===== src/rtl/acc_strobe_dec_pkg.sv =====
package acc_strobe_dec_pkg;
   // access capability codes: bit 0 = readable, bit 1 = writable
   localparam int unsigned CAP_NONE = 0;
   localparam int unsigned CAP_RD   = 1;
   localparam int unsigned CAP_WR   = 2;
   localparam int unsigned CAP_RDWR = 3;

   function automatic bit cap_legal(input int unsigned cap);
      return (cap == CAP_RD) || (cap == CAP_WR) || (cap == CAP_RDWR);
   endfunction

   function automatic bit pow2(input int unsigned v);
      return (v != 0) && ((v & (v - 1)) == 0);
   endfunction
endpackage


===== src/rtl/acc_reg_decode.sv =====
module acc_reg_decode
   import acc_strobe_dec_pkg::*;
#(
   parameter int unsigned ADDR_W = 12,
   parameter int unsigned ACC_W  = 32,
   parameter int unsigned BASE   = 0,
   parameter int unsigned SUBW   = 1,
   parameter int unsigned DOUT   = 1,
   parameter int unsigned DIN    = 1,
   parameter int unsigned STRIDE = 4,
   parameter bit          IS_EXT = 1'b0,
   parameter int unsigned CAP    = CAP_RDWR,
   localparam int unsigned SUB_BYTES = ACC_W / 8,
   localparam int unsigned NBITS     = DOUT * DIN * SUBW
) (
   input  logic              req_vld,
   input  logic [ADDR_W-1:0] req_addr,
   input  logic              req_wr,
   output logic [NBITS-1:0]  strb,
   output logic              ext_hit
);
   localparam bit CAN_RD = (CAP & CAP_RD) != 0;
   localparam bit CAN_WR = (CAP & CAP_WR) != 0;

   if (!cap_legal(CAP)) begin : g_bad_cap
      $error("register at %0h is neither readable nor writable", BASE);
   end
   if (SUBW == 0 || DOUT == 0 || DIN == 0) begin : g_bad_shape
      $error("register at %0h has an empty shape", BASE);
   end
   if ((DOUT * DIN > 1) && (STRIDE < SUBW * SUB_BYTES)) begin : g_bad_stride
      $error("register at %0h: stride smaller than one element", BASE);
   end

   for (genvar o = 0; o < DOUT; o++) begin : g_out
      for (genvar i = 0; i < DIN; i++) begin : g_in
         for (genvar s = 0; s < SUBW; s++) begin : g_sub
            localparam int unsigned ADDR = BASE + o * STRIDE * DIN + i * STRIDE + s * SUB_BYTES;
            localparam int unsigned BIT  = (o * DIN + i) * SUBW + s;
            if (ADDR >= (1 << ADDR_W)) begin : g_bad_addr
               $error("subword address %0h beyond address width", ADDR);
            end
            assign strb[BIT] = req_vld && (req_addr == ADDR_W'(ADDR));
         end
      end
   end

   logic any_hit;
   assign any_hit = |strb;

   if (IS_EXT) begin : g_ext
      assign ext_hit = any_hit && (req_wr ? CAN_WR : CAN_RD);
   end else begin : g_int
      assign ext_hit = 1'b0;
   end
endmodule


===== src/rtl/acc_blk_decode.sv =====
module acc_blk_decode #(
   parameter int unsigned ADDR_W = 12,
   parameter int unsigned BASE   = 'h100,
   parameter int unsigned SIZE   = 'h40
) (
   input  logic              req_vld,
   input  logic [ADDR_W-1:0] req_addr,
   output logic              hit
);
   localparam int unsigned LAST = BASE + SIZE - 1;

   if (SIZE == 0) begin : g_bad_size
      $error("block at %0h has zero size", BASE);
   end
   if (BASE + SIZE > (1 << ADDR_W)) begin : g_bad_range
      $error("block at %0h extends beyond address width", BASE);
   end

   // one extra bit so the upper bound cannot wrap
   logic [ADDR_W:0] addr_x;
   assign addr_x = {1'b0, req_addr};
   assign hit = req_vld
             && (addr_x >= (ADDR_W + 1)'(BASE))
             && (addr_x <= (ADDR_W + 1)'(LAST));
endmodule


===== src/rtl/acc_strobe_dec.sv =====
module acc_strobe_dec
   import acc_strobe_dec_pkg::*;
#(
   parameter int unsigned ADDR_W   = 12,
   parameter int unsigned ACC_W    = 32,
   parameter int unsigned NUM_REGS = 6,
   parameter int unsigned NUM_BLK  = 2,
   parameter int unsigned NUM_FLD  = 3,
   parameter int unsigned NUM_STRB = 15,
   parameter int unsigned REG_BASE   [NUM_REGS] = '{'h000, 'h010, 'h020, 'h040, 'h050, 'h054},
   parameter int unsigned REG_SUBW   [NUM_REGS] = '{1, 2, 1, 2, 1, 1},
   parameter int unsigned REG_DOUT   [NUM_REGS] = '{1, 1, 2, 1, 1, 1},
   parameter int unsigned REG_DIN    [NUM_REGS] = '{1, 1, 3, 2, 1, 1},
   parameter int unsigned REG_STRIDE [NUM_REGS] = '{4, 8, 4, 8, 4, 4},
   parameter bit          REG_EXT    [NUM_REGS] = '{1'b0, 1'b0, 1'b0, 1'b1, 1'b1, 1'b1},
   parameter int unsigned REG_CAP    [NUM_REGS] = '{3, 3, 3, 1, 2, 3},
   parameter int unsigned BLK_BASE   [NUM_BLK]  = '{'h100, 'h200},
   parameter int unsigned BLK_SIZE   [NUM_BLK]  = '{'h40, 'h100},
   parameter int unsigned FLD_REG    [NUM_FLD]  = '{1, 1, 3},
   parameter int unsigned FLD_ELEM   [NUM_FLD]  = '{0, 0, 1},
   parameter int unsigned FLD_LSB    [NUM_FLD]  = '{0, 16, 40},
   parameter int unsigned FLD_MSB    [NUM_FLD]  = '{31, 47, 63}
) (
   input  logic                req_vld,
   input  logic [ADDR_W-1:0]   req_addr,
   input  logic                req_wr,
   output logic [NUM_STRB-1:0] reg_strb,
   output logic [NUM_BLK-1:0]  blk_strb,
   output logic [NUM_FLD-1:0]  fld_strb,
   output logic                is_ext
);
   // first flat strobe bit of register k
   function automatic int unsigned flat_base(input int unsigned k);
      int unsigned acc;
      acc = 0;
      for (int unsigned j = 0; j < NUM_REGS; j++) begin
         if (j < k) acc += REG_SUBW[j] * REG_DOUT[j] * REG_DIN[j];
      end
      return acc;
   endfunction

   localparam int unsigned TOTAL_STRB = flat_base(NUM_REGS);

   // elaboration checks on the global shape
   if (ACC_W < 8 || !pow2(ACC_W)) begin : g_bad_accw
      $error("access width %0d must be a power of two of at least 8", ACC_W);
   end
   if (ADDR_W == 0 || ADDR_W > 30) begin : g_bad_addrw
      $error("address width %0d out of range", ADDR_W);
   end
   if (TOTAL_STRB != NUM_STRB) begin : g_bad_count
      $error("NUM_STRB %0d disagrees with map total %0d", NUM_STRB, TOTAL_STRB);
   end

   // register decoders
   logic [NUM_REGS-1:0] reg_ext;

   for (genvar k = 0; k < NUM_REGS; k++) begin : g_reg
      localparam int unsigned LO = flat_base(k);
      localparam int unsigned W  = REG_SUBW[k] * REG_DOUT[k] * REG_DIN[k];
      acc_reg_decode #(
         .ADDR_W (ADDR_W),
         .ACC_W  (ACC_W),
         .BASE   (REG_BASE[k]),
         .SUBW   (REG_SUBW[k]),
         .DOUT   (REG_DOUT[k]),
         .DIN    (REG_DIN[k]),
         .STRIDE (REG_STRIDE[k]),
         .IS_EXT (REG_EXT[k]),
         .CAP    (REG_CAP[k])
      ) reg_dec_i (
         .req_vld  (req_vld),
         .req_addr (req_addr),
         .req_wr   (req_wr),
         .strb     (reg_strb[LO +: W]),
         .ext_hit  (reg_ext[k])
      );
   end

   // external block windows
   for (genvar b = 0; b < NUM_BLK; b++) begin : g_blk
      acc_blk_decode #(
         .ADDR_W (ADDR_W),
         .BASE   (BLK_BASE[b]),
         .SIZE   (BLK_SIZE[b])
      ) blk_dec_i (
         .req_vld  (req_vld),
         .req_addr (req_addr),
         .hit      (blk_strb[b])
      );
   end

   // field strobes: OR over the subword slice the field spans
   for (genvar f = 0; f < NUM_FLD; f++) begin : g_fld
      localparam int unsigned R  = FLD_REG[f];
      localparam int unsigned EB = flat_base(R) + FLD_ELEM[f] * REG_SUBW[R];
      localparam int unsigned LO = EB + FLD_LSB[f] / ACC_W;
      localparam int unsigned HI = EB + FLD_MSB[f] / ACC_W;
      if (R >= NUM_REGS) begin : g_bad_reg
         $error("field %0d refers to missing register %0d", f, R);
      end
      if (FLD_ELEM[f] >= REG_DOUT[R] * REG_DIN[R]) begin : g_bad_elem
         $error("field %0d element index out of range", f);
      end
      if (FLD_MSB[f] < FLD_LSB[f] || FLD_MSB[f] >= REG_SUBW[R] * ACC_W) begin : g_bad_bits
         $error("field %0d bit span invalid", f);
      end
      if (HI == LO) begin : g_one
         assign fld_strb[f] = reg_strb[LO];
      end else begin : g_many
         assign fld_strb[f] = |reg_strb[HI:LO];
      end
   end

   assign is_ext = (|reg_ext) || (|blk_strb);
endmodule


===== config.mk =====
export PLATFORM = sky130hd
export DESIGN_NAME = acc_strobe_dec
export DESIGN_NICKNAME = d
export VERILOG_FILES = /design/src/rtl/acc_strobe_dec_pkg.sv /design/src/rtl/acc_reg_decode.sv /design/src/rtl/acc_blk_decode.sv /design/src/rtl/acc_strobe_dec.sv
export SDC_FILE = /design/constraint.sdc
export NUM_CORES = 1
export LEC_CHECK = 0
export ABC_CLOCK_PERIOD_IN_PS = 2700
export CORE_AREA = 3 3 40 42
export DETAILED_ROUTE_END_ITERATION = 12
export DIE_AREA = 0 0 43 45
export PLACE_DENSITY = 0.8
export SETUP_SLACK_MARGIN = 0.3
export SYNTH_ARGS = -nofsm -noshare
export SYNTH_HDL_FRONTEND = slang
export SYNTH_SLANG_ARGS = --single-unit

===== constraint.sdc =====
create_clock -name vclk -period 2.7
set_input_delay 0.54 -clock vclk [all_inputs]
set_output_delay 0.54 -clock vclk [all_outputs]
set_load 0.01 [all_outputs]

After elaboration in Yosys (flattened, before gate mapping). Index checks and enable logic that the tools add are counted.

Input port bits: 14. Flip-flop bits (word level): 0. Output and inout port bits: 21.

Equality and inequality tests: 14. Multiplexer cells: 2. Reduce and logical (&&, ||, !) cells: 27. Order comparisons: 4.

Operators by type and width (number): 12-bit by 6-bit equality test with 1-bit output, second input constant (6); 12-bit by 7-bit equality test with 1-bit output, second input constant (6); 12-bit by 5-bit equality test with 1-bit output, second input constant (2); 1-bit logical AND (21); 12-bit by 10-bit >= comparator with 1-bit output, second input constant (1); 12-bit by 9-bit >= comparator with 1-bit output, second input constant (1); 12-bit by 10-bit <= comparator with 1-bit output, second input constant (1); 12-bit by 9-bit <= comparator with 1-bit output, second input constant (1); 12-bit zero test (1); 2-bit OR reduction (2); 4-bit OR reduction (1); 3-bit OR reduction (1); 1-bit two-way mux (2); 1-bit logical OR (1).

Logic depth before layout (Yosys ltp).
Word-level depth: 6. Depth in mapped cells: 4.

By module. Synthesis repeated with hierarchy kept, for this count alone.

Cells, all modules: 67. Area total of the unflattened synthesis: 508.0 um^2.

By module, submodules not included: acc_reg_decode (g_reg[2].reg_dec_i) (sequential area each 0.0 um^2, cells an instance 17, times used 1, area an instance 115.1 um^2); acc_reg_decode (g_reg[3].reg_dec_i) (sequential area each 0.0 um^2, cells an instance 11, times used 1, area an instance 90.1 um^2); acc_reg_decode (g_reg[1].reg_dec_i) (sequential area each 0.0 um^2, cells an instance 8, times used 1, area an instance 77.6 um^2); acc_reg_decode (g_reg[4].reg_dec_i) (sequential area each 0.0 um^2, cells an instance 7, times used 1, area an instance 55.1 um^2); acc_reg_decode (g_reg[5].reg_dec_i) (sequential area each 0.0 um^2, cells an instance 6, times used 1, area an instance 52.6 um^2); acc_reg_decode (g_reg[0].reg_dec_i) (sequential area each 0.0 um^2, cells an instance 7, times used 1, area an instance 43.8 um^2); acc_strobe_dec (sequential area each 0.0 um^2, cells an instance 6, times used 1, area an instance 37.5 um^2); acc_blk_decode (g_blk[0].blk_dec_i) (sequential area each 0.0 um^2, cells an instance 3, times used 1, area an instance 22.5 um^2); acc_blk_decode (g_blk[1].blk_dec_i) (sequential area each 0.0 um^2, cells an instance 2, times used 1, area an instance 13.8 um^2).

Worst setup path after synthesis. OpenSTA, ideal clock, no wires.

Path type: input to output. Start: input req_addr[8]. End: output reg_strb[12]. Path buffers: 1. Required time: 2.160 ns. Data arrival time: 1.497 ns. Path slack: 0.663 ns. Stages on the path: 4. Path through: nor4b_4 -> nand3_1 -> nor2_1 -> buf_4.

Cells in the longest elaborated chain, start to end: 2.

RTL lines: start: declaration (RTL line acc_strobe_dec.sv:25) `input logic [ADDR_W-1:0] req_addr,`; 12-bit by 7-bit equality test with 1-bit output (RTL line acc_reg_decode.sv:43) `assign strb[BIT] = req_vld && (req_addr == ADDR_W'(ADDR));`; 1-bit logical AND (RTL line acc_reg_decode.sv:43); end: declaration (RTL line acc_strobe_dec.sv:27) `output logic [NUM_STRB-1:0] reg_strb,`.

Every way passes these cells.

Final worst setup path.
Start: input req_addr[3]. End: output reg_strb[8].

Cells in the longest elaborated chain, start to end: 2.

RTL lines (RTL line): 12-bit by 6-bit equality test with 1-bit output (acc_reg_decode.sv:43); 1-bit logical AND (acc_reg_decode.sv:43).

Every way passes these cells.

==> results_dict.tcl <==
set metrics [dict create \
    synthDistinctLibCells 17 \
    rsz0062_at_grt "yes" \
    detail_route.iter0.violations 8 \
    drive_above_1_share_pct 42.7 \
    detailed_place_hpwl_um 954 \
    synth_fp_nets 65 \
    io_buffer_count 35 \
    detailedRoute.firstPassIterationCount 4 \
    hold_end "reg_strb[0]" \
    worst_path_most_repeated_cell "sky130_fd_sc_hd__nor3_2" \
    setup_viol_count_final 0 \
    syn_inst_count 51 \
    grt_pass1_vias 462 \
    critPathTopFamily "buffers and inverters" \
    tightest_slew_ps 260 \
    timing_max_transition_violations_final 0 \
    hold_ws_ps 1490 \
    yosys.area.top_type "sky130_fd_sc_hd__nor2_1" \
    max_freq_mhz 432 \
    slew-limit-headroom_pct 82.7 \
    detail_route.vias_per_cell 4.85 \
    required_ps 2160 \
    yosys_warnings 0 \
    drc 0 \
    filler_cell_count 130 \
    areaGrowthSynthToFinish_pct 129 \
    synth.top_cells.by_area "sky130_fd_sc_hd__nor2_1 20%, sky130_fd_sc_hd__buf_4 17%, sky130_fd_sc_hd__nor3_1 9.8%" \
    vertical_die_dimension_um 45 \
    yosysSeqAreaShare_pct 0 \
    count_of_boundary_i_o_pins 35 \
    path_class "input pin to output pin" \
    most-common-layout-cells "15 x sky130_fd_sc_hd__nor2_1, 10 x sky130_fd_sc_hd__buf_4, 9 x sky130_fd_sc_hd__dlygate4sd2_1" \
    critical-path-max-stage-delay_ps 430 \
    synth_area_um2 307 \
    gp_routability_congestion 0.722 \
    routedWlPerCell_um 11.3 \
    remaining_global_route_overflow 0 \
    min-delay-path-class "input pin to output pin" \
    syn-mean-instance-area_um2 6.01 \
    cp_max_fo 5 \
    timing.critical_path.cells "clkdlybuf4s50_1 -> nor3_2 -> buf_4 -> nand2_2 -> nor3_2 -> clkdlybuf4s15_1" \
    cell_depth_of_the_worst_hold_path 3 \
    layout.area.seq_um2 0 \
    die_area_um2 1940 \
    core_area_um2 1280 \
    final_hold_viol_count 0 \
    finalNonFillerCells 104 \
    grt_start_max_net_pins 8 \
    total_leakage_power_uw 0.000339 \
    chipWidth_um 43 \
    leading_cell_type_in_the_layout_fill_and_taps_excluded "sky130_fd_sc_hd__nor2_1" \
    n_antenna_cell 0 \
    num_rows 13 \
    global_route.usage.total_pct 11.5 \
    cts_hold_buffers 0 \
    worstHoldStart "req_addr[4]" \
    cp_num_buf_inv 3 \
    floorplan.initialDensity_pct 23.9 \
    run_status "finished, final reports clean" \
    fin_nets 105 \
    ant_nets 0 \
    grt_antenna_before_repair 0 \
    grt_pass1_wl_um 1880 \
    cap_violations 0 \
    end_kind "output pin" \
    finalPower_uw 50.0 \
    seq_cell_count 0 \
    worst_setup_path_start_kind "input pin" \
    critical-path-slowest-cell "sky130_fd_sc_hd__clkdlybuf4s50_1" \
    totalWireLength_um 1170 \
    yosys.area.top_type_share_pct 19.6 \
    cp.arrival_ps 1770 \
    cell_count_post_placement 100 \
    finalCriticalPeriod_ps 2310 \
    dr_total_vias 504 \
    number_of_clock_buffers_in_the_layout 0 \
    ir_worst_vdd_v 0.0000473 \
    power_density_nw_per_um2 71.2 \
    period_share_pct 85.7 \
]
stage by stage:
stage | utilization, % | area [um^2] | setup slack (ps) | setup TNS [ps]
after global routing | 54.6 | 702 | 261 | 0
after detailed placement | 52.0 | 668 | -333 | -4540
after floorplan | - | 307 | 663 | 0
final | 54.6 | 702 | 386 | 0
after global placement | 52.0 | 668 | -229 | -3640
after CTS | 53.6 | 688 | 246 | 0
cells in the mapped netlist, drive strengths merged:
cell type,n
buf,7
nor3,6
and3,1
nor2,16
and2b,1
nand3b,2
and2,1
o211ai,2
nand3,2
nor3b,1
nor4b,2
nand2,3
nand2b,2
nand4b,3
o21ai,1
nand4,1
where the power goes:
group,switching (uW),internal (uW)
registers,0,0
clock network,0,0
logic,21.8,28.2
cell type report:
class,instances,area [um^2],area share [%]
Multi-Input combinational cell,44,300,42.8
Tap cell,15,18.8,2.67
Timing Repair Buffer,45,383,54.5
kinds of logic after synthesis:
logic type | after synthesis | synth area share, %
AO/OA/AOI/OAI | 3 | 6.53
AND/OR/NAND/NOR | 41 | 76.3
buffers and inverters | 7 | 17.1
layer usage:
layer	GRT usage, %	routed length, um	share of wire [%]
met2	24.3	631	54
met5	0	0	0
met3	0.398	81	6.9
met4	0	0	0
met1	13.6	457	39
worst max-delay path by stage:
stage	start	to	slack, ps	cells after the start
floorplan	req_addr[8]	reg_strb[12]	660	4
global placement	req_addr[8]	is_ext	-230	5
detailed placement	req_addr[8]	is_ext	-330	5
CTS	req_addr[10]	is_ext	250	6
global route	req_addr[3]	reg_strb[8]	260	6
finish	req_addr[3]	reg_strb[8]	390	6
what timing repair did:
action	CTS	global route
pin swaps	3	9
resized for setup	47	33
setup buffers	3	1
endpoints found under the setup margin	21	17
Power figures use the tool's default switching activity.
